===== config.mk =====
export PLATFORM = sky130hd
export DESIGN_NAME = adc_seq_ctrl
export DESIGN_NICKNAME = d
export VERILOG_FILES = /design/src/rtl/adc_seq_pkg.sv /design/src/rtl/adc_clk_div.sv /design/src/rtl/adc_conv_timer.sv /design/src/rtl/adc_result_bank.sv /design/src/rtl/adc_seq_ctrl.sv
export SDC_FILE = /design/constraint.sdc
export NUM_CORES = 1
export LEC_CHECK = 0
export BUFFER_PORTS_ARGS = -buffer_cell sky130_fd_sc_hd__buf_4
export CAP_MARGIN = 30
export CORE_MARGIN = 2
export CORE_UTILIZATION = 40
export DETAILED_ROUTE_END_ITERATION = 7
export PLACE_DENSITY = 0.65
export SLEW_MARGIN = 20
export SYNTH_ARGS = -nofsm -noshare
export SYNTH_HDL_FRONTEND = slang
export SYNTH_SLANG_ARGS = --single-unit

===== constraint.sdc =====
create_clock -name clk -period 1.8 [get_ports clk]
set_clock_uncertainty 0.15 [all_clocks]
set_input_delay 0.27 -clock clk [delete_from_list [all_inputs] [get_ports clk]]
set_output_delay 0.27 -clock clk [all_outputs]
set_load 0.1 [all_outputs]

===== src/rtl/adc_seq_pkg.sv =====
package adc_seq_pkg;
  typedef enum logic [1:0] {
    RA_CTRL = 2'd0,
    RA_CLK  = 2'd1,
    RA_RHI  = 2'd2,
    RA_RLO  = 2'd3
  } reg_addr_e;

  localparam int CTRL_CONT_BIT = 5;
  localparam int CTRL_IE_BIT   = 6;
  localparam int CLK_MODE_BIT  = 2;
  localparam int CLK_HW_BIT    = 3;
endpackage


===== src/rtl/adc_clk_div.sv =====
module adc_clk_div #(
  parameter int SEL_W = 2
) (
  input  logic             clk,
  input  logic             rst,
  input  logic             clr,
  input  logic [SEL_W-1:0] sel,
  output logic             tick
);
  localparam int CNT_W = (1 << SEL_W) - 1;

  logic [CNT_W-1:0] cnt_q;
  logic [CNT_W-1:0] lim;

  assign lim  = CNT_W'((32'd1 << sel) - 32'd1);
  assign tick = (cnt_q == lim);

  always_ff @(posedge clk) begin
    if (rst || clr) cnt_q <= '0;
    else if (tick)  cnt_q <= '0;
    else            cnt_q <= cnt_q + 1'b1;
  end
endmodule


===== src/rtl/adc_conv_timer.sv =====
module adc_conv_timer #(
  parameter int CONV_CYC = 12
) (
  input  logic clk,
  input  logic rst,
  input  logic start,
  input  logic abort,
  input  logic tick,
  input  logic relaunch,
  output logic busy,
  output logic done
);
  localparam int CNT_W = (CONV_CYC > 1) ? $clog2(CONV_CYC) : 1;
  localparam logic [CNT_W-1:0] LAST = CNT_W'(CONV_CYC - 1);

  logic [CNT_W-1:0] cnt_q;
  logic             busy_q;

  assign busy = busy_q;
  assign done = busy_q && tick && (cnt_q == LAST) && !start && !abort;

  always_ff @(posedge clk) begin
    if (rst) begin
      busy_q <= 1'b0;
      cnt_q  <= '0;
    end else if (start) begin
      busy_q <= 1'b1;
      cnt_q  <= '0;
    end else if (abort) begin
      busy_q <= 1'b0;
      cnt_q  <= '0;
    end else if (busy_q && tick) begin
      if (cnt_q == LAST) begin
        busy_q <= relaunch;
        cnt_q  <= '0;
      end else begin
        cnt_q <= cnt_q + 1'b1;
      end
    end
  end
endmodule


===== src/rtl/adc_result_bank.sv =====
module adc_result_bank #(
  parameter int RES_W = 10
) (
  input  logic             clk,
  input  logic             rst,
  input  logic             done,
  input  logic [RES_W-1:0] sample,
  input  logic             mode10,
  input  logic             ie,
  input  logic             rd_hi,
  input  logic             rd_lo,
  input  logic             flag_clr,
  input  logic             lock_clr,
  output logic [7:0]       res_hi,
  output logic [7:0]       res_lo,
  output logic             flag,
  output logic             lock,
  output logic             irq
);
  localparam int HI_W = RES_W - 8;

  logic xfer;
  assign xfer = done && !lock;

  always_ff @(posedge clk) begin
    if (rst) begin
      res_hi <= '0;
      res_lo <= '0;
    end else if (xfer) begin
      if (mode10) begin
        res_hi <= {{(8-HI_W){1'b0}}, sample[RES_W-1:8]};
        res_lo <= sample[7:0];
      end else begin
        res_hi <= '0;
        res_lo <= sample[RES_W-1:RES_W-8];
      end
    end
  end

  always_ff @(posedge clk) begin
    if (rst) begin
      flag <= 1'b0;
      irq  <= 1'b0;
    end else if (xfer) begin
      flag <= 1'b1;
      irq  <= ie;
    end else if (rd_lo || flag_clr) begin
      flag <= 1'b0;
      irq  <= 1'b0;
    end
  end

  always_ff @(posedge clk) begin
    if (rst || rd_lo || lock_clr) lock <= 1'b0;
    else if (rd_hi && mode10)     lock <= 1'b1;
  end
endmodule


===== src/rtl/adc_seq_ctrl.sv =====
module adc_seq_ctrl
  import adc_seq_pkg::*;
#(
  parameter int CH_W     = 5,
  parameter int RES_W    = 10,
  parameter int DIV_W    = 2,
  parameter int CONV_CYC = 12
) (
  input  logic             clk,
  input  logic             rst,
  input  logic             bus_wr,
  input  logic             bus_rd,
  input  logic [1:0]       bus_addr,
  input  logic [7:0]       bus_wdata,
  output logic [7:0]       bus_rdata,
  input  logic             hw_trig,
  input  logic [RES_W-1:0] sample_in,
  output logic             irq
);
  localparam logic [CH_W-1:0] CH_OFF = '1;

  logic [CH_W-1:0]  chan_q;
  logic             cont_q, ie_q;
  logic [DIV_W-1:0] div_q;
  logic             mode10_q, hwsel_q;
  logic             trig_q;

  logic             ctrl_wr, clk_wr, rd_hi, rd_lo;
  logic [CH_W-1:0]  chan_nx;
  logic             trig_rise, sw_start, hw_start, start, abort;
  logic             tick, busy, done_evt, relaunch;
  logic [7:0]       res_hi, res_lo;
  logic             flag, lock;

  assign ctrl_wr   = bus_wr && (bus_addr == RA_CTRL);
  assign clk_wr    = bus_wr && (bus_addr == RA_CLK);
  assign rd_hi     = bus_rd && (bus_addr == RA_RHI);
  assign rd_lo     = bus_rd && (bus_addr == RA_RLO);
  assign chan_nx   = ctrl_wr ? bus_wdata[CH_W-1:0] : chan_q;
  assign trig_rise = hw_trig && !trig_q;
  assign sw_start  = ctrl_wr && !hwsel_q && (bus_wdata[CH_W-1:0] != CH_OFF);
  assign hw_start  = hwsel_q && trig_rise && (chan_nx != CH_OFF);
  assign start     = !clk_wr && (sw_start || hw_start);
  assign abort     = ctrl_wr || clk_wr;
  assign relaunch  = cont_q || lock;

  always_ff @(posedge clk) begin
    if (rst) begin
      chan_q   <= CH_OFF;
      cont_q   <= 1'b0;
      ie_q     <= 1'b0;
      div_q    <= '0;
      mode10_q <= 1'b0;
      hwsel_q  <= 1'b0;
      trig_q   <= 1'b0;
    end else begin
      trig_q <= hw_trig;
      if (ctrl_wr) begin
        chan_q <= bus_wdata[CH_W-1:0];
        cont_q <= bus_wdata[CTRL_CONT_BIT];
        ie_q   <= bus_wdata[CTRL_IE_BIT];
      end
      if (clk_wr) begin
        div_q    <= bus_wdata[DIV_W-1:0];
        mode10_q <= bus_wdata[CLK_MODE_BIT];
        hwsel_q  <= bus_wdata[CLK_HW_BIT];
      end
    end
  end

  adc_clk_div #(.SEL_W(DIV_W)) u_div (
    .clk  (clk),
    .rst  (rst),
    .clr  (start || !busy),
    .sel  (div_q),
    .tick (tick)
  );

  adc_conv_timer #(.CONV_CYC(CONV_CYC)) u_timer (
    .clk      (clk),
    .rst      (rst),
    .start    (start),
    .abort    (abort),
    .tick     (tick),
    .relaunch (relaunch),
    .busy     (busy),
    .done     (done_evt)
  );

  adc_result_bank #(.RES_W(RES_W)) u_res (
    .clk      (clk),
    .rst      (rst),
    .done     (done_evt),
    .sample   (sample_in),
    .mode10   (mode10_q),
    .ie       (ie_q),
    .rd_hi    (rd_hi),
    .rd_lo    (rd_lo),
    .flag_clr (sw_start && !clk_wr),
    .lock_clr (clk_wr),
    .res_hi   (res_hi),
    .res_lo   (res_lo),
    .flag     (flag),
    .lock     (lock),
    .irq      (irq)
  );

  always_ff @(posedge clk) begin
    if (rst) begin
      bus_rdata <= '0;
    end else if (bus_rd) begin
      unique case (bus_addr)
        RA_CTRL: bus_rdata <= 8'({flag, ie_q, cont_q, chan_q});
        RA_CLK:  bus_rdata <= 8'({hwsel_q, mode10_q, div_q});
        RA_RHI:  bus_rdata <= res_hi;
        RA_RLO:  bus_rdata <= res_lo;
        default: bus_rdata <= '0;
      endcase
    end
  end
endmodule


==> results.py <==
metrics = {
    "synthesis": {
        "synthesis.nets": 237,
        "netlist.area_leader.share_pct": 40.9,
        "synth_area_leaders": "dfxtp_1 (41%), mux2i_1 (9.0%), a21oi_1 (4.2%)",
        "netlist_area_um2": 2010,
        "yosys.cell_types.count": 49,
        "synth_area_per_cell_um2": 9.55,
        "yosysTopAreaCell": "dfxtp_1",
        "synthFlopType": "dfxtp_1",
        "ys_warn_count": 0,
        "yosys-top-cells-count": "dfxtp_1 (41), nor2_1 (22), mux2i_1 (18)",
        "ys_ff_latch": 41,
        "synthMostInstantiatedCell": "dfxtp_1",
        "synthCells": 210,
        "synth_async_sr_flop_share_pct": 0,
        "synth-edff-count": 0,
        "ys_seq_area_share_pct": 40.9,
    },
    "layout": {
        "drive_above_1_share_pct": 34.5,
        "area_delta_synth_final_pct": 34.2,
        "antenna_cells": 0,
        "final_cells": 328,
        "nets": 287,
        "utilization_pct": 56.2,
    },
    "pwr": {
        "pwr-share-clk_pct": 37.6,
        "combinationalPowerShare_pct": 16.2,
        "p_leak_nw": 1.08,
        "power_density_nw_per_um2": 763,
        "pwr-share-seq_pct": 46.2,
        "swShare_pct": 26.0,
        "intPower_mw": 1.52,
        "ir_worst_vdd_uv": 459,
        "p_sw_uw": 533,
        "p_total_mw": 2.05,
    },
    "timing": {
        "slew_viol_final": 0,
        "hold_viol": 0,
        "worst_slack_ps": -30.7,
        "timing.hold.ws_ps": 43.2,
        "fin_tns_setup_ps": -30.7,
        "slew_headroom_pct": 73.7,
        "clock.fmax_mhz": 546,
        "fin_crit_sh_pct": 102,
        "min_period_ps": 1830,
        "setup_viol": 1,
        "worstMarginPinSlew_ps": 395,
        "rsz0062_at_grt": "yes",
    },
    "clocking": {
        "root_buffer": "clkbuf_8",
        "clkLatencyLatePin_ps": 290,
        "cts_buffers": 5,
        "cts_tree": "done",
        "cts_hold_buf": 0,
        "path_clk_slew_ps": 80,
        "cts_buffer_depth": 2,
        "htreeDepth": 2,
        "clock_sinks": 41,
    },
    "setup_path": {
        "arrival_ps": 1880,
        "crit_slowest_cell": "dfxtp_2",
        "cp-start-kind": "flip-flop",
        "crit_required_ps": 1850,
        "slowest_delay_ps": 360,
        "critPathTopFamily": "compound AO/OA/AOI/OAI gates",
        "cp-end-kind": "flip-flop",
        "critPathKind": "reg -> reg",
        "crit_chain": "ha_4 -> nand3b_1 -> nor4_4 -> o21a_2 -> buf_12 -> a21oi_1 -> a311oi_1",
        "cp_num_buf_inv": 1,
        "path_max_fanout": 5,
    },
    "floorplanning": {
        "core-area_um2": 4790,
        "dieArea_um2": 5600,
        "start_util_pct": 41.9,
        "die_h_um": 74.8,
        "num_rows": 25,
        "io_pins": 34,
        "die_x_um": 74.8,
    },
    "detailed_routing": {
        "via_count": 1744,
        "drt_first_pass_iters": 4,
        "ant_nets": 0,
        "drt-vias-per-instance": 5.32,
        "post_drt_wl_per_cell_um": 15.1,
        "drc": 0,
        "wl_um": 4960,
        "drtIter0Drc": 129,
    },
    "grt": {
        "grt_max_degree": 38,
        "grt_overflow_total": 0,
        "grt_use_total_pct": 17.6,
        "grt_pass1_wl_um": 7420,
        "grt_pass1_vias": 1544,
        "grt_antenna_before_repair": 0,
    },
    "worst_hold_path": {
        "worstHoldPathType": "in -> reg",
    },
    "placement": {
        "hpwl_um": 3300,
        "globalplace.congestion": 0.768,
        "portBuffers": 32,
        "dpl.cell_count": 310,
    },
    "run_status": {
        "status": "finished with violations",
        "violations": "negative setup slack",
    },
    "job": {
        "max-cap-violations": 0,
    },
}
[kinds of logic (layout without fill, tap and decap cells)]
| family | after synthesis | count (layout) | synth area share (%) |
|---|---|---|---|
| multiplexers | 20 | 20 | 11.4 |
| adder cells (fa/ha/maj) | 2 | 2 | 1.25 |
| AO/OA/AOI/OAI | 60 | 60 | 20.2 |
| AND/OR/NAND/NOR | 64 | 64 | 19.7 |
| XOR/XNOR | 2 | 2 | 0.874 |
| buffers and inverters | 21 | 72 | 5.61 |
| flip-flops | 41 | 41 | 40.9 |
[final cells by class]
| cell class | count | area, µm² |
|---|---|---|
| Sequential cell | 41 | 831 |
| Fill cell | 436 | 2090 |
| Clock inverter | 1 | 30.0 |
| Tap cell | 67 | 83.8 |
| Clock buffer | 7 | 86.3 |
| Inverter | 5 | 18.8 |
| Multi-Input combinational cell | 148 | 1120 |
| Timing Repair Buffer | 59 | 520 |
[routing by layer]
metal  GRT usage (%)  share of wire (%)
met1            24.3                 48
met2            27.1                 47
met3            5.09                3.6
met4            4.96               0.85
met5               0                  0
[state kept, by name, indices dropped and copies added (netlist names), 2 cells and up]
register	cells
u_timer.cnt_q	4
bus_rdata	8
div_q	2
u_div.cnt_q	3
u_res.res_hi	2
u_res.res_lo	8
chan_q	5
[power by group through the flow]
stage / Clock, mW / Sequential [mW] / Combinational [mW]
4_1_cts: 0.790 / 0.948 / 0.313
5_1_grt: 0.825 / 0.951 / 0.355
2_1_floorplan: 0 / 1.03 / 0.139
3_3_place_gp: 0 / 0.969 / 0.312
3_5_place_dp: 0 / 0.970 / 0.313
6_report: 0.772 / 0.948 / 0.332
[what timing repair did]
action                     in CTS  in global routing
setup buffers                   2                  5
cloned                          0                  3
pin swaps                       1                  8
setup endpoints to repair       9                 13
resized for setup               2                 17
[cell usage in the layout, fill, tap and decap left out, types with 2 or more instances in the layout]
master     Yosys  routed
buf_4          2      54
nand4_1        2       2
a311oi_1       8       8
nor2b_1        6       6
a211oi_1       6       6
a21oi_1       17      15
a22oi_1        6       6
nor4_4         1       2
clkbuf_16      0       3
buf_12         0       2
and3_1         2       2
nor3_1         3       3
dfxtp_2        0       5
mux2i_1       18      18
inv_1          5       5
a211o_1        5       5
clkbuf_8       0       6
nand2_1        4       4
o21ai_0       10       9
a21oi_2        0       2
xor2_1         2       2
nand4b_1       2       2
nand3_1        8       8
nor2_1        22      22
dfxtp_1       41      35
[worst paths after layout]
path         cells past startpoint              from              end  slack [ps]
max                              7  u_timer.cnt_q[0]  u_res.res_lo[6]         -30
min                              2      bus_wdata[3]        chan_q[3]          40
max reg2reg                      7  u_timer.cnt_q[0]  u_res.res_lo[6]         -30
min reg2reg                      2   u_res.res_hi[0]  u_res.res_hi[0]         330
[through the flow]
stage | instance area (µm²) | setup WS [ps]
floorplan | 2010 | 157
finish | 2690 | -30.7
global placement | 2390 | 30.3
global route | 2690 | -96.4
detailed placement | 2390 | -15.5
CTS | 2520 | 2.99
Note: power is estimated with default switching activity, not from simulation.
